<file path="config.mk">
export PLATFORM = sky130hd
export DESIGN_NAME = gtimer_cmp
export DESIGN_NICKNAME = d
export VERILOG_FILES = /design/src/rtl/gtc_pkg.sv /design/src/rtl/tmr_wr_sync.sv /design/src/rtl/tmr_count.sv /design/src/rtl/tmr_cmp.sv /design/src/rtl/gtimer_cmp.sv
export SDC_FILE = /design/constraint.sdc
export NUM_CORES = 1
export LEC_CHECK = 0
export BUFFER_PORTS_ARGS = -buffer_cell sky130_fd_sc_hd__buf_2
export CORE_MARGIN = 3
export CORE_UTILIZATION = 56
export DETAILED_ROUTE_END_ITERATION = 8
export PLACE_DENSITY = 0.74
export RECOVER_POWER = 50
export SLEW_MARGIN = 10
export SYNTH_ARGS = -nofsm -noshare
export SYNTH_HDL_FRONTEND = slang
export SYNTH_SLANG_ARGS = --single-unit
export TNS_END_PERCENT = 50
</file>
<file path="constraint.sdc">
create_clock -name clk -period 3.7 [get_ports clk]
set_clock_uncertainty 0.05 [all_clocks]
set_input_delay 0.185 -clock clk [delete_from_list [all_inputs] [get_ports clk]]
set_output_delay 0.185 -clock clk [all_outputs]
set_load 0.03 [all_outputs]
</file>
<file path="src/rtl/gtc_pkg.sv">
package gtc_pkg;
  localparam int unsigned REG_AW = 12;
  localparam int unsigned HALF_W = 32;
  localparam int unsigned CNT_W  = 2 * HALF_W;

  localparam logic [REG_AW-1:0] A_CNT_LO  = 12'h100;
  localparam logic [REG_AW-1:0] A_CNT_HI  = 12'h104;
  localparam logic [REG_AW-1:0] A_CNT_WST = 12'h110;
  localparam logic [REG_AW-1:0] A_CMP_LO  = 12'h200;
  localparam logic [REG_AW-1:0] A_CMP_HI  = 12'h204;
  localparam logic [REG_AW-1:0] A_IVAL    = 12'h208;
  localparam logic [REG_AW-1:0] A_CTRL    = 12'h240;
  localparam logic [REG_AW-1:0] A_ISTAT   = 12'h244;
  localparam logic [REG_AW-1:0] A_IEN     = 12'h248;
  localparam logic [REG_AW-1:0] A_GWST    = 12'h24C;

  localparam int unsigned CTL_RUN_BIT   = 8;
  localparam int unsigned CTL_AUTO_BIT  = 1;
  localparam int unsigned CTL_CMPEN_BIT = 0;
  localparam int unsigned CTL_WST_BIT   = 16;

  typedef enum logic [2:0] {
    T_CNT_LO = 3'd0,
    T_CNT_HI = 3'd1,
    T_CMP_LO = 3'd2,
    T_CMP_HI = 3'd3,
    T_IVAL   = 3'd4,
    T_CTRL   = 3'd5
  } tgt_e;
  localparam int unsigned N_TGT = 6;

  typedef struct packed {
    logic              vld;
    tgt_e              tgt;
    logic [HALF_W-1:0] data;
  } wr_req_t;

  // replace one 32-bit half of a 64-bit value
  function automatic logic [CNT_W-1:0] put_half(input logic [CNT_W-1:0] cur,
                                                 input logic hi,
                                                 input logic [HALF_W-1:0] d);
    logic [CNT_W-1:0] r;
    r = cur;
    if (hi) r[CNT_W-1:HALF_W] = d;
    else    r[HALF_W-1:0]     = d;
    return r;
  endfunction

  // next compare point in periodic mode, modulo 2^64
  function automatic logic [CNT_W-1:0] advance(input logic [CNT_W-1:0] base,
                                                input logic [CNT_W-1:0] step);
    return base + step;
  endfunction
endpackage

</file>
<file path="src/rtl/tmr_wr_sync.sv">
module tmr_wr_sync
  import gtc_pkg::*;
#(
  parameter int unsigned DLY = 2
) (
  input  logic    clk,
  input  logic    rst_n,
  input  wr_req_t req_in,
  output wr_req_t req_out
);
  wr_req_t stg [DLY];

  always_ff @(posedge clk or negedge rst_n) begin
    if (!rst_n) begin
      for (int i = 0; i < int'(DLY); i++) stg[i] <= '0;
    end else begin
      stg[0] <= req_in;
      for (int i = 1; i < int'(DLY); i++) stg[i] <= stg[i-1];
    end
  end

  assign req_out = stg[DLY-1];
endmodule

</file>
<file path="src/rtl/tmr_count.sv">
module tmr_count
  import gtc_pkg::*;
(
  input  logic              clk,
  input  logic              rst_n,
  input  logic              run,
  input  logic              ld_lo,
  input  logic              ld_hi,
  input  logic [HALF_W-1:0] ld_data,
  output logic [CNT_W-1:0]  cnt
);
  logic [CNT_W-1:0] cnt_nxt;

  always_comb begin
    if (ld_lo)      cnt_nxt = put_half(cnt, 1'b0, ld_data);
    else if (ld_hi) cnt_nxt = put_half(cnt, 1'b1, ld_data);
    else if (run)   cnt_nxt = cnt + CNT_W'(1);
    else            cnt_nxt = cnt;
  end

  always_ff @(posedge clk or negedge rst_n) begin
    if (!rst_n) cnt <= '0;
    else        cnt <= cnt_nxt;
  end


  count_step_chk: assert property (@(posedge clk) disable iff (!rst_n)
    run && !ld_lo && !ld_hi |=> cnt == $past(cnt) + CNT_W'(1));


  count_hold_chk: assert property (@(posedge clk) disable iff (!rst_n)
    !run && !ld_lo && !ld_hi |=> $stable(cnt));


  count_lo_load_chk: assert property (@(posedge clk) disable iff (!rst_n)
    ld_lo |=> cnt[HALF_W-1:0] == $past(ld_data) && cnt[CNT_W-1:HALF_W] == $past(cnt[CNT_W-1:HALF_W]));
endmodule

</file>
<file path="src/rtl/tmr_cmp.sv">
module tmr_cmp
  import gtc_pkg::*;
(
  input  logic              clk,
  input  logic              rst_n,
  input  logic [CNT_W-1:0]  cnt,
  input  logic              cmp_en,
  input  logic              auto_inc,
  input  logic              ld_lo,
  input  logic              ld_hi,
  input  logic              ld_iv,
  input  logic [HALF_W-1:0] ld_data,
  input  logic              clr_stat,
  output logic [CNT_W-1:0]  cmp,
  output logic [CNT_W-1:0]  ival,
  output logic              stat,
  output logic              hit
);
  logic cmp_ld;

  assign hit    = cmp_en && (cnt == cmp);
  assign cmp_ld = ld_lo || ld_hi;

  always_ff @(posedge clk or negedge rst_n) begin
    if (!rst_n) begin
      cmp  <= '0;
      ival <= '0;
      stat <= 1'b0;
    end else begin
      if (ld_lo)                cmp <= put_half(cmp, 1'b0, ld_data);
      else if (ld_hi)           cmp <= put_half(cmp, 1'b1, ld_data);
      else if (hit && auto_inc) cmp <= advance(cmp, ival);
      if (ld_iv) ival <= put_half(ival, 1'b0, ld_data);
      if (hit)           stat <= 1'b1;
      else if (clr_stat) stat <= 1'b0;
    end
  end


  hit_sets_stat_chk: assert property (@(posedge clk) disable iff (!rst_n)
    hit |=> stat);


  auto_rearm_chk: assert property (@(posedge clk) disable iff (!rst_n)
    hit && auto_inc && !cmp_ld |=> cmp == $past(cmp) + $past(ival));


  oneshot_keep_chk: assert property (@(posedge clk) disable iff (!rst_n)
    hit && !auto_inc && !cmp_ld |=> $stable(cmp));


  stat_sticky_chk: assert property (@(posedge clk) disable iff (!rst_n)
    stat && !clr_stat |=> stat);


  no_spurious_stat_chk: assert property (@(posedge clk) disable iff (!rst_n)
    !stat && !hit |=> !stat);
endmodule

</file>
<file path="src/rtl/gtimer_cmp.sv">
module gtimer_cmp
  import gtc_pkg::*;
#(
  parameter int unsigned SYNC_DLY = 2
) (
  input  logic              clk,
  input  logic              rst_n,
  input  logic              bus_wr,
  input  logic [REG_AW-1:0] bus_addr,
  input  logic [HALF_W-1:0] bus_wdata,
  output logic [HALF_W-1:0] bus_rdata,
  output logic              irq
);
  wr_req_t          req_in, req_land;
  logic             tgt_ok;
  tgt_e             tgt_sel;
  logic [N_TGT-1:0] land;

  logic             ctl_run, ctl_auto, ctl_en, ien;
  logic [1:0]       cnt_wst;
  logic [2:0]       cmp_wst;
  logic             ctl_wst;
  logic             w_cwst, w_gwst, clr_stat;

  logic [CNT_W-1:0] cnt, cmp, ival;
  logic             stat, hit;

  // decode writes that travel through the sync pipeline
  always_comb begin
    tgt_ok  = 1'b1;
    tgt_sel = T_CNT_LO;
    case (bus_addr)
      A_CNT_LO: tgt_sel = T_CNT_LO;
      A_CNT_HI: tgt_sel = T_CNT_HI;
      A_CMP_LO: tgt_sel = T_CMP_LO;
      A_CMP_HI: tgt_sel = T_CMP_HI;
      A_IVAL:   tgt_sel = T_IVAL;
      A_CTRL:   tgt_sel = T_CTRL;
      default:  tgt_ok  = 1'b0;
    endcase
    req_in.vld  = bus_wr && tgt_ok;
    req_in.tgt  = tgt_sel;
    req_in.data = bus_wdata;
  end

  tmr_wr_sync #(.DLY(SYNC_DLY)) u_sync (
    .clk(clk), .rst_n(rst_n), .req_in(req_in), .req_out(req_land)
  );

  always_comb begin
    for (int i = 0; i < int'(N_TGT); i++)
      land[i] = req_land.vld && (req_land.tgt == tgt_e'(i));
  end

  assign w_cwst   = bus_wr && (bus_addr == A_CNT_WST);
  assign w_gwst   = bus_wr && (bus_addr == A_GWST);
  assign clr_stat = bus_wr && (bus_addr == A_ISTAT) && bus_wdata[0];

  always_ff @(posedge clk or negedge rst_n) begin
    if (!rst_n) begin
      ctl_run <= 1'b0; ctl_auto <= 1'b0; ctl_en <= 1'b0;
      ien     <= 1'b0;
      cnt_wst <= '0; cmp_wst <= '0; ctl_wst <= 1'b0;
    end else begin
      if (land[T_CTRL]) begin
        ctl_run  <= req_land.data[CTL_RUN_BIT];
        ctl_auto <= req_land.data[CTL_AUTO_BIT];
        ctl_en   <= req_land.data[CTL_CMPEN_BIT];
      end
      if (bus_wr && bus_addr == A_IEN) ien <= bus_wdata[0];
      for (int i = 0; i < 2; i++) begin
        if (land[int'(T_CNT_LO) + i])      cnt_wst[i] <= 1'b1;
        else if (w_cwst && bus_wdata[i])   cnt_wst[i] <= 1'b0;
      end
      for (int i = 0; i < 3; i++) begin
        if (land[int'(T_CMP_LO) + i])      cmp_wst[i] <= 1'b1;
        else if (w_gwst && bus_wdata[i])   cmp_wst[i] <= 1'b0;
      end
      if (land[T_CTRL])                            ctl_wst <= 1'b1;
      else if (w_gwst && bus_wdata[CTL_WST_BIT])   ctl_wst <= 1'b0;
    end
  end

  tmr_count u_count (
    .clk(clk), .rst_n(rst_n), .run(ctl_run),
    .ld_lo(land[T_CNT_LO]), .ld_hi(land[T_CNT_HI]),
    .ld_data(req_land.data), .cnt(cnt)
  );

  tmr_cmp u_cmp (
    .clk(clk), .rst_n(rst_n), .cnt(cnt),
    .cmp_en(ctl_en), .auto_inc(ctl_auto),
    .ld_lo(land[T_CMP_LO]), .ld_hi(land[T_CMP_HI]), .ld_iv(land[T_IVAL]),
    .ld_data(req_land.data), .clr_stat(clr_stat),
    .cmp(cmp), .ival(ival), .stat(stat), .hit(hit)
  );

  assign irq = stat && ien;

  always_comb begin
    bus_rdata = '0;
    case (bus_addr)
      A_CNT_LO:  bus_rdata = cnt[HALF_W-1:0];
      A_CNT_HI:  bus_rdata = cnt[CNT_W-1:HALF_W];
      A_CNT_WST: bus_rdata = {30'd0, cnt_wst};
      A_CMP_LO:  bus_rdata = cmp[HALF_W-1:0];
      A_CMP_HI:  bus_rdata = cmp[CNT_W-1:HALF_W];
      A_IVAL:    bus_rdata = ival[HALF_W-1:0];
      A_CTRL: begin
        bus_rdata[CTL_RUN_BIT]   = ctl_run;
        bus_rdata[CTL_AUTO_BIT]  = ctl_auto;
        bus_rdata[CTL_CMPEN_BIT] = ctl_en;
      end
      A_ISTAT:   bus_rdata = {31'd0, stat};
      A_IEN:     bus_rdata = {31'd0, ien};
      A_GWST: begin
        bus_rdata[2:0]         = cmp_wst;
        bus_rdata[CTL_WST_BIT] = ctl_wst;
      end
      default:   bus_rdata = '0;
    endcase
  end


  ctl_land_flag_chk: assert property (@(posedge clk) disable iff (!rst_n)
    land[T_CTRL] |=> ctl_wst);


  ctl_flag_sticky_chk: assert property (@(posedge clk) disable iff (!rst_n)
    ctl_wst && !(w_gwst && bus_wdata[CTL_WST_BIT]) |=> ctl_wst);


  cnt_flag_sticky_chk: assert property (@(posedge clk) disable iff (!rst_n)
    cnt_wst[0] && !(w_cwst && bus_wdata[0]) |=> cnt_wst[0]);


  irq_needs_enable_chk: assert property (@(posedge clk) disable iff (!rst_n)
    !ien |-> !irq);


  one_land_chk: assert property (@(posedge clk) disable iff (!rst_n)
    $onehot0(land));
endmodule

</file>
==> impl_metrics.tcl <==
set metrics [dict create \
    initial_utilization_pct 57.5 \
    critical_path_buf_inv_count 2 \
    syn_nets 1615 \
    setup_violations 0 \
    peakVddDrop_mv 0.446 \
    syn_area_per_cell_um2 9.22 \
    slew_violations 96 \
    arrival_ps 3950 \
    drt-pass1-iter-count 8 \
    critPathKind "flip-flop to flip-flop" \
    htree_levels 1 \
    area_growth_pct 16.3 \
    dp_slack_ps 199 \
    syn_inst 1534 \
    dr.first_iter.drc_count 1596 \
    max_stage_delay_ps 440 \
    cp-startpoint "u_cmp.cmp[0]" \
    std_cell_rows 57 \
    critPathLaunchType "flip-flop" \
    clock_sinks 243 \
    antenna_found_initial 1 \
    worstHoldEndpoint "ien" \
    power_density_nw_per_um2 361 \
    multi_input_area_um2 7670 \
    crit_chain "ha_1 -> fa_1 -> a211o_1 -> a21oi_2 -> o21bai_1 -> o2111ai_2 -> a2111oi_1 -> buf_4 -> a2111oi_1 -> buf_4 -> nor4_1 -> xnor2_1 -> a21oi_1" \
    r2r-end "u_cmp.cmp[62]" \
    vias 13265 \
    grt_pass1_vias 12773 \
    syn_area_um2 14100 \
    numPortBuffers 79 \
    timing.reg2reg.setup_slack_ps 170 \
    fillCellCount 2047 \
    tritoncts "done" \
    dpl.hpwl_um 38200 \
    dieArea_um2 27200 \
    fin_cells 1997 \
    path_clk_slew_ps 60 \
    setup_slack_ps 167 \
    clk_path_buf_depth 3 \
    register_area_um2 6080 \
    min_path_cells 3 \
    violations "capacitance limit, slew limit" \
    ant_nets 0 \
    cp_data_required_time_ps 4120 \
    dp_cells 1910 \
    synth_cell_type_count 75 \
    end_kind "flip-flop" \
    cts_buffers 27 \
    r2r_cells 13 \
    clk_latency_ps 550 \
    finalSetupTns_ps 0 \
    place_congestion 1.03 \
    boundaryPins 80 \
    fin_nets 1736 \
    num_antenna_cells 0 \
    drv_cap 1 \
    min_path_type "input port to flip-flop" \
    slowest_stage "fa_1" \
    clock_tree.root_cell "clkbuf_16" \
    core-area_um2 24600 \
    synth-edff-count 0 \
    grt_max_degree 96 \
    synth_seq_cells 243 \
    tightest_slew_ps 2640 \
    hp-start "bus_addr[2]" \
    ys_seq_area_share_pct 43.0 \
    outcome "finished with violations" \
    cp.depth 13 \
    grt_overflow 0 \
    synth-async-reset-ratio_pct 100 \
    relSlewSlack_pct -76.0 \
    hold_viol 0 \
    grt_pass1_wl_um 78400 \
    grt_util_all_layers_pct 38.7 \
    p_total_uw 5940 \
    wl_per_cell_um 26.4 \
    synth_ff_type "dfrtp_1" \
    drive_gt1_share_pct 14.5 \
    holdWs_ps 60.3 \
    post-route-min-period_ps 3530 \
    wirelength_um 52600 \
    drc 0 \
    die_h_um 165 \
    rr_startpoint "u_cmp.cmp[0]" \
    vias_per_cell 6.64 \
    yosys_warnings 0 \
    crit_family "compound AO/OA/AOI/OAI gates" \
    power_leakage_uw 0.00725 \
    fmax_mhz 283 \
    fin_crit_sh_pct 95.5 \
    die_w_um 165 \
    crit_fanout 5 \
]
[worst reg2reg max path, stage by stage, from the launching register on]
cell,delay [ps]
dfrtp_1,410
ha_1,290
fa_1,450
a211o_1,360
a21oi_2,160
o21bai_1,170
o2111ai_2,290
a2111oi_1,160
buf_4,170
a2111oi_1,400
buf_4,220
nor4_1,70
xnor2_1,120
a21oi_1,160
[repair_timing]
item,in CTS,in global routing
hold buffers,40,0
hold endpoints to repair,133,0
buffers inserted,0,0
gates resized for setup,0,4
endpoints found under the setup margin,0,20
[layout by cell type (no fill, tap or decap), types with 9 or more instances in the layout]
master	n
clkbuf_16	27
nand4_1	35
xor2_1	48
nor4_1	23
a22oi_1	23
o21ai_0	137
nand2_1	190
nor2_1	98
a31oi_1	12
a311oi_1	10
mux2_2	37
a211oi_1	19
and4_1	10
mux2i_1	37
o2111ai_1	11
nand2b_1	39
a21oi_1	63
nor3_1	26
and2_1	13
dfrtp_1	243
a221o_1	33
buf_2	74
buf_4	56
nand3_1	48
dlygate4sd3_1	40
and3_1	27
xnor2_1	66
inv_1	29
ha_1	33
o211ai_1	10
a21o_1	14
or4_1	9
[per-layer routing]
layer / up-vias / part of all wire (%) / GRT usage, %
met4: 2 / 4.6 / 14.7
met1: 6392 / 40 / 53.9
met3: 161 / 13 / 11.0
met2: 853 / 43 / 57.4
met5: - / 0.025 / 0
li1: 5857 / - / -
[flip-flops by register name, indices dropped and copies added (netlist names), 2 cells and up]
name / flops
u_cmp.cmp: 64
cmp_wst: 3
u_sync.req_out: 36
u_cmp.ival: 32
cnt_wst: 2
u_count.cnt: 64
u_sync.stg: 36
[power breakdown]
part / switching, uW / internal [uW] / leakage (uW)
Sequential: 81.9 / 2710 / 0.00322
Combinational: 143 / 105 / 0.00357
Clock: 1140 / 1760 / 0.000456
[worst max-delay path by stage]
| stage | to | slack [ps] |
|---|---|---|
| finish | u_cmp.cmp[62] | 170 |
| global route | u_cmp.cmp[62] | -20 |
| CTS | u_cmp.cmp[50] | 150 |
| detailed placement | u_cmp.cmp[50] | 200 |
| global placement | u_cmp.cmp[42] | 260 |
| floorplan | u_cmp.cmp[50] | 360 |
[synthesized netlist by cell type (6+ instances only)]
cell / number / area [um^2]
o211ai_1: 10 / 75.1
a21o_1: 14 / 105
nand2_1: 190 / 713
o21ai_0: 137 / 686
and2_1: 13 / 81.3
or3_1: 8 / 50.1
o22ai_1: 8 / 50.1
a21oi_1: 65 / 325
nor4_1: 24 / 150
a211oi_1: 19 / 143
ha_1: 33 / 413
a221o_1: 33 / 330
nor2_1: 104 / 390
nand4_1: 35 / 219
nand2b_1: 39 / 244
o221a_2: 6 / 67.6
nand3_1: 48 / 240
o21a_1: 7 / 52.6
xnor2_1: 66 / 578
and3_1: 27 / 169
or4_1: 9 / 67.6
xor2_1: 48 / 420
o2111ai_1: 12 / 105
a22oi_1: 23 / 173
nor3_1: 26 / 130
mux2_2: 37 / 417
dfrtp_1: 243 / 6080
a311oi_1: 10 / 87.6
inv_1: 29 / 109
clkbuf_1: 78 / 293
and4_1: 10 / 87.6
mux2i_1: 37 / 370
a31oi_1: 12 / 75.1
o31ai_1: 7 / 52.6
[cells by family (layout without fill, tap and decap cells)]
family	Yosys count	after routing	share of synthesized area, %
fa+ha+maj	34	34	3.06
compound gates	396	396	18.6
mux	74	74	5.56
buf+inv	116	255	3.28
xor+xnor	114	114	7.06
flops	243	243	43.0
simple gates	557	557	19.5
[area by class of cell]
cell class,instances,share of cell area (%)
inverter,29,0.661
tap,324,2.46
multi-input combinational,1175,46.6
clock buffer,34,4.51
sequential,243,36.9
timing repair buffer,179,7.60
clock inverter,13,1.22
[through the flow]
step	util, %	instance area, um^2
final	66.9	16500
after global routing	66.9	16500
after CTS	67.0	16500
after detailed placement	61.5	15100
after global placement	61.5	15100
after floorplan	-	14100
Note: power is estimated with default switching activity, not from simulation.
